--- src/rtl/eth_stat_pkg.sv ---
package eth_stat_pkg;
    localparam int N_WIDE      = 4;
    localparam int N_BKT       = 7;
    localparam int N_RXF       = 8;
    localparam int N_TXF       = 4;
    localparam int IX_RX_MAX   = N_RXF;
    localparam int IX_RX_BKT   = N_RXF + 1;
    localparam int IX_TX_FLG   = IX_RX_BKT + N_BKT;
    localparam int IX_TX_BKT   = IX_TX_FLG + N_TXF;
    localparam int N_NARROW    = IX_TX_BKT + N_BKT;
    localparam int NARROW_BASE = 2 * N_WIDE;
    localparam int LAST_ADDR   = NARROW_BASE + N_NARROW - 1;
    localparam int FCS_BYTES   = 4;
endpackage

--- src/rtl/stat_cnt.sv ---
module stat_cnt #(
    parameter int W  = 32,
    parameter int IW = 1
) (
    input  logic          clk,
    input  logic          rst_n,
    input  logic          clr,
    input  logic          rd_clr,
    input  logic [IW-1:0] inc,
    output logic [W-1:0]  cnt
);
    logic [W-1:0] cnt_d, cnt_q;
    logic [W-1:0] base;
    logic [W:0]   sum;

    always_comb begin
        base = rd_clr ? '0 : cnt_q;
        sum  = {1'b0, base} + (W+1)'(inc);
        if (clr)
            cnt_d = '0;
        else if (sum[W])
            cnt_d = '1;
        else
            cnt_d = sum[W-1:0];
    end

    always_ff @(posedge clk) begin
        if (!rst_n) cnt_q <= '0;
        else        cnt_q <= cnt_d;
    end

    assign cnt = cnt_q;

    a_r9_clear_all: assert property (@(posedge clk) disable iff (!rst_n)
        clr |=> cnt_q == '0);
    a_r10_saturate: assert property (@(posedge clk) disable iff (!rst_n)
        (!clr && !rd_clr && cnt_q == '1) |=> cnt_q == '1);
    a_r10_no_wrap: assert property (@(posedge clk) disable iff (!rst_n)
        (!clr && !rd_clr) |=> cnt_q >= $past(cnt_q));
    a_r11_keep_inc: assert property (@(posedge clk) disable iff (!rst_n)
        (!clr && rd_clr) |=> cnt_q == W'($past(inc)));
endmodule

--- src/rtl/size_bucket.sv ---
module size_bucket #(
    parameter int LEN_W = 16,
    parameter int NB    = 7
) (
    input  logic [LEN_W-1:0] len,
    output logic [NB-1:0]    hit
);
    logic [LEN_W:0] l;

    always_comb begin
        l   = {1'b0, len};
        hit = '0;
        if (l == (LEN_W+1)'(64))        hit[0] = 1'b1;
        else if (l < (LEN_W+1)'(64))    hit = '0;
        else if (l < (LEN_W+1)'(128))   hit[1] = 1'b1;
        else if (l < (LEN_W+1)'(256))   hit[2] = 1'b1;
        else if (l < (LEN_W+1)'(512))   hit[3] = 1'b1;
        else if (l < (LEN_W+1)'(1024))  hit[4] = 1'b1;
        else if (l < (LEN_W+1)'(1519))  hit[5] = 1'b1;
        else                            hit[NB-1] = 1'b1;
    end
endmodule

--- src/rtl/eth_stat_bank.sv ---
module eth_stat_bank
    import eth_stat_pkg::*;
#(
    parameter int NARROW_W = 32,
    parameter int WIDE_W   = 45,
    parameter int LEN_W    = 16,
    parameter int ADDR_W   = 6
) (
    input  logic              clk,
    input  logic              rst_n,
    input  logic              clr_all,
    input  logic              rx_end,
    input  logic [LEN_W-1:0]  rx_len,
    input  logic [N_RXF-1:0]  rx_flags,
    input  logic [LEN_W-1:0]  rx_max_len,
    input  logic              tx_end,
    input  logic [LEN_W-1:0]  tx_len,
    input  logic [N_TXF-1:0]  tx_flags,
    input  logic              rd_en,
    input  logic [ADDR_W-1:0] rd_addr,
    output logic [31:0]       rd_data
);
    localparam int HI_W = WIDE_W - 32;

    typedef struct packed {
        logic [31:0]     data;
        logic [HI_W-1:0] hold;
    } rd_state_t;

    rd_state_t r_d, r_q;

    logic [N_BKT-1:0]    rx_bkt, tx_bkt;
    logic [N_NARROW-1:0] n_inc, n_rdclr;
    logic [N_WIDE-1:0]   w_rdclr;
    logic [LEN_W-1:0]    w_inc [N_WIDE];
    logic [NARROW_W-1:0] n_cnt [N_NARROW];
    logic [WIDE_W-1:0]   w_cnt [N_WIDE];
    logic                rx_toolong;

    size_bucket #(.LEN_W(LEN_W), .NB(N_BKT)) u_rx_bkt (.len(rx_len), .hit(rx_bkt));
    size_bucket #(.LEN_W(LEN_W), .NB(N_BKT)) u_tx_bkt (.len(tx_len), .hit(tx_bkt));

    always_comb begin
        rx_toolong = {1'b0, rx_len} > ({1'b0, rx_max_len} + (LEN_W+1)'(FCS_BYTES));
        n_inc = '0;
        for (int k = 0; k < N_RXF; k++) n_inc[k] = rx_end & rx_flags[k];
        n_inc[IX_RX_MAX] = rx_end & rx_toolong;
        for (int k = 0; k < N_BKT; k++) begin
            n_inc[IX_RX_BKT+k] = rx_end & rx_bkt[k];
            n_inc[IX_TX_BKT+k] = tx_end & tx_bkt[k];
        end
        for (int k = 0; k < N_TXF; k++) n_inc[IX_TX_FLG+k] = tx_end & tx_flags[k];
        w_inc[0] = rx_end ? rx_len : '0;
        w_inc[1] = LEN_W'(rx_end);
        w_inc[2] = tx_end ? tx_len : '0;
        w_inc[3] = LEN_W'(tx_end);
    end

    always_comb begin
        r_d     = r_q;
        w_rdclr = '0;
        n_rdclr = '0;
        if (rd_en) begin
            r_d.data = '0;
            for (int k = 0; k < N_WIDE; k++) begin
                if (rd_addr == ADDR_W'(2*k)) begin
                    r_d.data   = w_cnt[k][31:0];
                    r_d.hold   = w_cnt[k][WIDE_W-1:32];
                    w_rdclr[k] = 1'b1;
                end
                if (rd_addr == ADDR_W'(2*k+1)) r_d.data = 32'(r_q.hold);
            end
            for (int j = 0; j < N_NARROW; j++) begin
                if (rd_addr == ADDR_W'(NARROW_BASE + j)) begin
                    r_d.data   = 32'(n_cnt[j]);
                    n_rdclr[j] = 1'b1;
                end
            end
        end
        if (clr_all) r_d.hold = '0;
    end

    always_ff @(posedge clk) begin
        if (!rst_n) r_q <= '0;
        else        r_q <= r_d;
    end

    assign rd_data = r_q.data;

    for (genvar g = 0; g < N_WIDE; g++) begin : g_wide
        stat_cnt #(.W(WIDE_W), .IW(LEN_W)) u_cnt (
            .clk(clk), .rst_n(rst_n), .clr(clr_all), .rd_clr(w_rdclr[g]),
            .inc(w_inc[g]), .cnt(w_cnt[g]));
    end

    for (genvar g = 0; g < N_NARROW; g++) begin : g_narrow
        stat_cnt #(.W(NARROW_W), .IW(1)) u_cnt (
            .clk(clk), .rst_n(rst_n), .clr(clr_all), .rd_clr(n_rdclr[g]),
            .inc(n_inc[g]), .cnt(n_cnt[g]));
    end

    a_r12_unmapped_zero: assert property (@(posedge clk) disable iff (!rst_n)
        (rd_en && rd_addr > ADDR_W'(LAST_ADDR)) |=> rd_data == '0);
    a_r3_high_narrow: assert property (@(posedge clk) disable iff (!rst_n)
        (rd_en && rd_addr < ADDR_W'(NARROW_BASE) && rd_addr[0]) |=> rd_data[31:HI_W] == '0);
    a_r3_hold_stable: assert property (@(posedge clk) disable iff (!rst_n)
        (!clr_all && !(rd_en && rd_addr < ADDR_W'(NARROW_BASE) && !rd_addr[0])) |=> $stable(r_q.hold));
    a_r7_one_bin: assert property (@(posedge clk) disable iff (!rst_n)
        $onehot0(rx_bkt) && $onehot0(tx_bkt));
endmodule

--- config.mk ---
export PLATFORM = sky130hd
export DESIGN_NAME = eth_stat_bank
export DESIGN_NICKNAME = d
export VERILOG_FILES = /design/src/rtl/eth_stat_pkg.sv /design/src/rtl/stat_cnt.sv /design/src/rtl/size_bucket.sv /design/src/rtl/eth_stat_bank.sv
export SDC_FILE = /design/constraint.sdc
export NUM_CORES = 2
export LEC_CHECK = 0
export ABC_CLOCK_PERIOD_IN_PS = 4690
export BUFFER_PORTS_ARGS = -buffer_cell sky130_fd_sc_hd__buf_4
export CELL_PAD_IN_SITES_DETAIL_PLACEMENT = 0
export CELL_PAD_IN_SITES_GLOBAL_PLACEMENT = 2
export CORE_AREA = 8 8 461 463
export DETAILED_ROUTE_END_ITERATION = 7
export DIE_AREA = 0 0 469 471
export PLACE_DENSITY = 0.78
export SLEW_MARGIN = 20
export SYNTH_ARGS = -nofsm -noshare
export SYNTH_HDL_FRONTEND = slang
export SYNTH_HIERARCHICAL = 1
export SYNTH_SLANG_ARGS = --single-unit
--- constraint.sdc ---
create_clock -name clk -period 4.69 [get_ports clk]
set_input_delay 0.7035 -clock clk [delete_from_list [all_inputs] [get_ports clk]]
set_output_delay 0.7035 -clock clk [all_outputs]
set_load 0.03 [all_outputs]
==> Word level (Yosys, flattened, before mapping) <==
Index checks and enable logic that the tools add are counted.
{ "totals": {"register_bits": 1089, "input_bits": 72, "out_inout_bits": 32, "wordCells": 305} }
{ "op_classes": {"addsub": 32, "order_cmp": 13, "n_eq_ne": 37, "n_mux": 159, "bitwise_logic": 28, "reduce_logical": 3} }
{ "ops": {"columns": ["op", "n"], "rows": [
  ["$mux W32", 85],
  ["$add A32 B1 Y33", 27],
  ["$mux W45", 13],
  ["$eq A6 B5 Y1 const B", 16],
  ["$add A45 B1 Y46", 2],
  ["$add A45 B16 Y46", 2],
  ["$lt A16 B11 Y1 const B", 4],
  ["$eq A6 B4 Y1 const B", 8],
  ["$mux W1", 45],
  ["$eq A16 B7 Y1 const B", 2],
  ["$lt A16 B10 Y1 const B", 2],
  ["$lt A16 B7 Y1 const B", 2],
  ["$lt A16 B8 Y1 const B", 2],
  ["$lt A16 B9 Y1 const B", 2],
  ["$mux W16", 2],
  ["$and A1 B1 Y1", 27],
  ["$mux W27", 1],
  ["$eq A6 B3 Y1 const B", 4],
  ["$mux W6", 4],
  ["$eq A6 B6 Y1 const B", 3],
  ["$add A16 B3 Y17 const B", 1],
  ["$gt A16 B17 Y1", 1],
  ["$eq A6 B2 Y1 const B", 2],
  ["$mux W4", 3],
  ["other kinds (9)", 12]
]} }

==> Logic depth before layout (Yosys ltp) <==
{ "logic_depth": {"ltp_word": 37, "depth_mapped": 21, "depth_no_buf": 18} }

==> By module <==
The synthesis kept the hierarchy.
{ "modules_own_cells": {"columns": ["module", "n_inst", "cells_each", "area_per_inst_um2", "seq_area_each_um2"], "rows": [
  ["stat_cnt (g_narrow[0].u_cnt ...)", 27, 208, 1771.7, 640.6],
  ["eth_stat_bank", 1, 1981, 12978.7, 900.9],
  ["stat_cnt (g_wide[0].u_cnt ...)", 4, 374, 3066.7, 900.9],
  ["size_bucket", 2, 21, 150.1, 0.0]
]} }

==> Worst setup path after synthesis <==
OpenSTA, ideal clock, no wires.
{ "synth_timing": {"path_kind": "input-to-reg", "startpoint": "in rd_addr[1]", "endpoint": "reg g_wide[3].u_cnt.cnt_q[20]", "setup_ns": 0.132, "arrival_time_ns": 4.901, "t_required_ns": 4.558, "path_slack_ns": -0.343, "path_stages": 19, "n_path_buf": 8, "cell_sequence": "clkbuf_1 -> nor2b_1 -> clkbuf_1 -> clkbuf_1 -> clkbuf_1 -> and3_1 -> clkbuf_1 -> clkbuf_1 -> clkbuf_1 -> nor2b_1 -> ha_1 -> o21a_1 -> or4_1 -> o311ai_0 -> a31o_2 -> buf_2 -> nor2_1 -> xnor2_1 -> a21oi_1"} }
{ "synth_via": {"elab_chain_len": 6} }
{ "synth_rtl": {"columns": ["element", "line", "rtl"], "rows": [
  ["from (decl)", "eth_stat_bank.sv:20", "input logic [ADDR_W-1:0] rd_addr,"],
  ["$eq A6 B3 Y1", "eth_stat_bank.sv:66", "if (rd_addr == ADDR_W'(2*k)) begin"],
  ["$mux W1", "eth_stat_bank.sv:66", null],
  ["$mux W4", "eth_stat_bank.sv:63", "if (rd_en) begin"],
  ["net w_rdclr[3]", "eth_stat_bank.sv:34", "logic [N_WIDE-1:0] w_rdclr;"],
  ["$mux W45", "stat_cnt.sv:17", "base = rd_clr ? '0 : cnt_q;"],
  ["$add A45 B1 Y46", "stat_cnt.sv:18", "sum = {1'b0, base} + (W+1)'(inc);"],
  ["$mux W45", "stat_cnt.sv:21", "else if (sum[W])"],
  ["to (signal assigned)", "stat_cnt.sv:29", "else cnt_q <= cnt_d;"],
  ["to (decl)", "stat_cnt.sv:12", "logic [W-1:0] cnt_d, cnt_q;"]
]} }
The timed path passes the listed nets, and every way through them passes these cells.
A chain may end at the register's enable or synchronous reset.

==> Final worst setup path <==
{ "layout_timing": {"startpoint": "in rx_max_len[2]", "endpoint": "reg g_narrow[8].u_cnt.cnt_q[16]"} }
{ "layout_via": {"elab_chain_len": 5} }
{ "layout_rtl": {"columns": ["element", "line", "rtl"], "rows": [
  ["from (decl)", "eth_stat_bank.sv:15", "input logic [LEN_W-1:0] rx_max_len,"],
  ["$add A16 B3 Y17", "eth_stat_bank.sv:44", "rx_toolong = {1'b0, rx_len} > ({1'b0, rx_max_len} + (LEN_W+1)'(FCS_BYTES));"],
  ["$gt A16 B17 Y1", "eth_stat_bank.sv:44", null],
  ["$and A1 B1 Y1", "eth_stat_bank.sv:47", "n_inc[IX_RX_MAX] = rx_end & rx_toolong;"],
  ["net n_inc[8]", "eth_stat_bank.sv:33", "logic [N_NARROW-1:0] n_inc, n_rdclr;"],
  ["$add A32 B1 Y33", "stat_cnt.sv:18", null],
  ["$mux W32", "stat_cnt.sv:21", null],
  ["to (signal assigned)", "stat_cnt.sv:29", null],
  ["to (decl)", "stat_cnt.sv:12", null]
]} }
The timed path passes the listed nets, and every way through them passes these cells.

==> flow_summary.toml <==
[synthesis]
netlist.area_leader.share = 0.297
ys_top_cells_by_area = "dfxtp_1, xnor2_1, a21oi_1"
yosysSeqAreaShare = 0.297
ys.flop_type = "dfxtp_1"
yosys_warnings = 6
synth-seq-cells = 1089
synth_area_leader_cell = "dfxtp_1"
synth_cells = 9135
synth-edff-count = 0
synthArstFlopShare = 0
synth.distinct_cells = 110
syn_area_um2 = 73400
syn_area_per_cell_um2 = 8.03

[detailed_routing]
wl_per_cell_um = 27.3
dr.pass1.iters = 7
dr_wl_met3_um = 23200
drtIter0Drc = 7029
ant_nets = 0
vias_per_cell = 6.06
vias = 73100
routedLengthMet1_um = 142000
top_layer_used = "met5"
totalWireLength_um = 329000
drc_errors = 0
route.met2.wl_um = 146000

[grt]
grt_pass1_wl_um = 480000
grt_overflow = 0
grt_pass1_vias = 69300
track_usage = 0.284
antenna_found_initial = 17
grt_start_max_net_pins = 123

[placed_design]
gp_congestion = 0.979
post-place-ws_ps = -13.4
hpwlAfterDp_um = 249000
place_area_um2 = 77700
port-buffer-count = 103

[min_path]
min_path_type = "input port to flop"

[final_layout]
drive_gt1_frac = 0.124
final_common_cell = "dfxtp_1"
final_cell_mix = "dfxtp_1, a21oi_1, nand2_1"
nets = 9438
area_growth_pct = 12.5
final_cell_area_um2 = 82500

[sta]
slew_headroom = 0.234
hold_viol_final = 0
setup_tns_ps = 0
worst_clock_skew_ps = 47.4
fmax_mhz = 251
setup_viol = 0
grt_setup_unrepaired = "no"
fin_ws_ps = 713
worstMarginPinSlew_ps = 1140
finalCritPeriodShare = 0.848
maxSlewViolCount = 0
finalCriticalPeriod_ps = 3980

[power]
peakVddDrop_mv = 0.396
leakage_nw = 28.6
p_per_area_nw_per_um2 = 274

[clock_tree]
cts_resized = 0
clock-sinks = 1089
ctsLongestPathBuffers = 3
htree_levels = 4
numCtsBuffers = 144
cts_tree = "built"
post-cts-setup-buffers = 0
path_clk_slew_ps = 60
worstSkewPairLatency_ps = 830
root_buffer = "clkbuf_16"
hold_buffers = 0

[floorplanning]
fp.dieW_um = 469
dieArea_um2 = 221000
initial_core_util = 0.357
die_h_um = 471
num_io_pins = 104
num_rows = 167
core-area_um2 = 206000

[status]
status = "finished, final reports clean"

[run]
max_cap_viol_count = 0

[critical_path]
end_kind = "flop"
criticalPathCategory = "input port to flop"
start_kind = "input port"
cp_max_fo = 8
worstPathArrival_ps = 4710
required_ps = 5430
cell families after synthesis:
kind of cell	synth area share
multiplexers	0.0182
adder cells (fa/ha/maj)	0.0241
flip-flops	0.297
other	0.0000511
AND/OR/NAND/NOR	0.312
AO/OA/AOI/OAI	0.197
XOR/XNOR	0.103
buffers and inverters	0.0483
critical path, cell delays in order:
cell	delay, ps
buf_4	130
ha_1	230
and3_1	210
nand2_1	140
nor2_1	70
xnor2_1	120
ha_1	280
o21ai_0	80
nand2b_1	90
a21oi_1	70
a21oi_1	130
o311ai_0	140
a21oi_1	440
buf_4	240
ha_1	190
nand3_1	120
or4_4	590
nor3b_4	250
nand2_2	110
buf_4	230
a21oi_1	140
per-stage QoR:
| stage | hold slack (ps) | utilization | total power, mW | std cells |
|---|---|---|---|---|
| 2_1_floorplan | 450 | - | 10.6 | 9166 |
| 3_3_place_gp | 466 | 0.378 | 11.3 | 11800 |
| 3_5_place_dp | 479 | 0.378 | 11.3 | 11800 |
| 4_1_cts | 393 | 0.401 | 22.8 | 12000 |
| 5_1_grt | 453 | 0.401 | 23.3 | 12000 |
| 6_report | 440 | 0.401 | 22.6 | 12100 |
routing by layer:
metal / global-route usage / vias up
li1: - / 33800
met1: 0.380 / 35800
met5: 0 / -
met2: 0.445 / 2816
met3: 0.0478 / 633
met4: 0.129 / 10
Yosys cell counts, types with 49 or more instances:
library cell / count
nor4_1: 186
nor2_1: 400
buf_2: 109
nor3_1: 254
mux2i_1: 68
dfxtp_1: 1089
xnor2_1: 718
ha_1: 135
xor2_1: 144
a21oi_2: 112
and3_1: 291
o21ai_0: 258
nand2_1: 908
and2b_1: 118
a31oi_1: 65
o22ai_1: 228
nand2b_1: 152
nand3_1: 413
inv_1: 135
nand4_1: 276
nor2b_1: 325
buf_6: 87
a211oi_1: 115
clkbuf_1: 280
or3_1: 49
a21oi_1: 973
and2_1: 93
a22oi_1: 102
worst paths after layout:
| path | start | endpoint | slack (ps) | cells after the start |
|---|---|---|---|---|
| max | rx_max_len[2] | g_narrow[8].u_cnt/cnt[16] | 710 | 21 |
| min | rx_flags[6] | g_narrow[6].u_cnt/cnt[0] | 440 | 5 |
| max reg2reg | g_wide[0].u_cnt/cnt[0] | g_wide[0].u_cnt/cnt[44] | 1540 | 11 |
| min reg2reg | g_narrow[2].u_cnt/cnt[31] | g_narrow[2].u_cnt/cnt[31] | 480 | 2 |
cell type report:
type / instances / area [um2]
diodes: 10 / 25.0
clock buffers: 214 / 4290
clock inverters: 43 / 539
fillers: 21200 / 123000
inverters: 166 / 623
multi-input cells: 7382 / 48300
flip-flops and latches: 1089 / 21800
well taps: 2704 / 3380
repair buffers: 444 / 3570
report_power, final:
part	internal [mW]	switching, mW	total (mW)
sequential	9.31	0.0902	9.40
clock	6.78	4.69	11.5
combinational	0.561	1.20	1.76
total	16.6	5.98	22.6
registers in the layout, summed over array words and instances (netlist names):
name	flops
g_narrow.u_cnt/cnt	864
r_q	13
rd_data	32
g_wide.u_cnt/cnt	180
(Power assumes the default switching activity.)
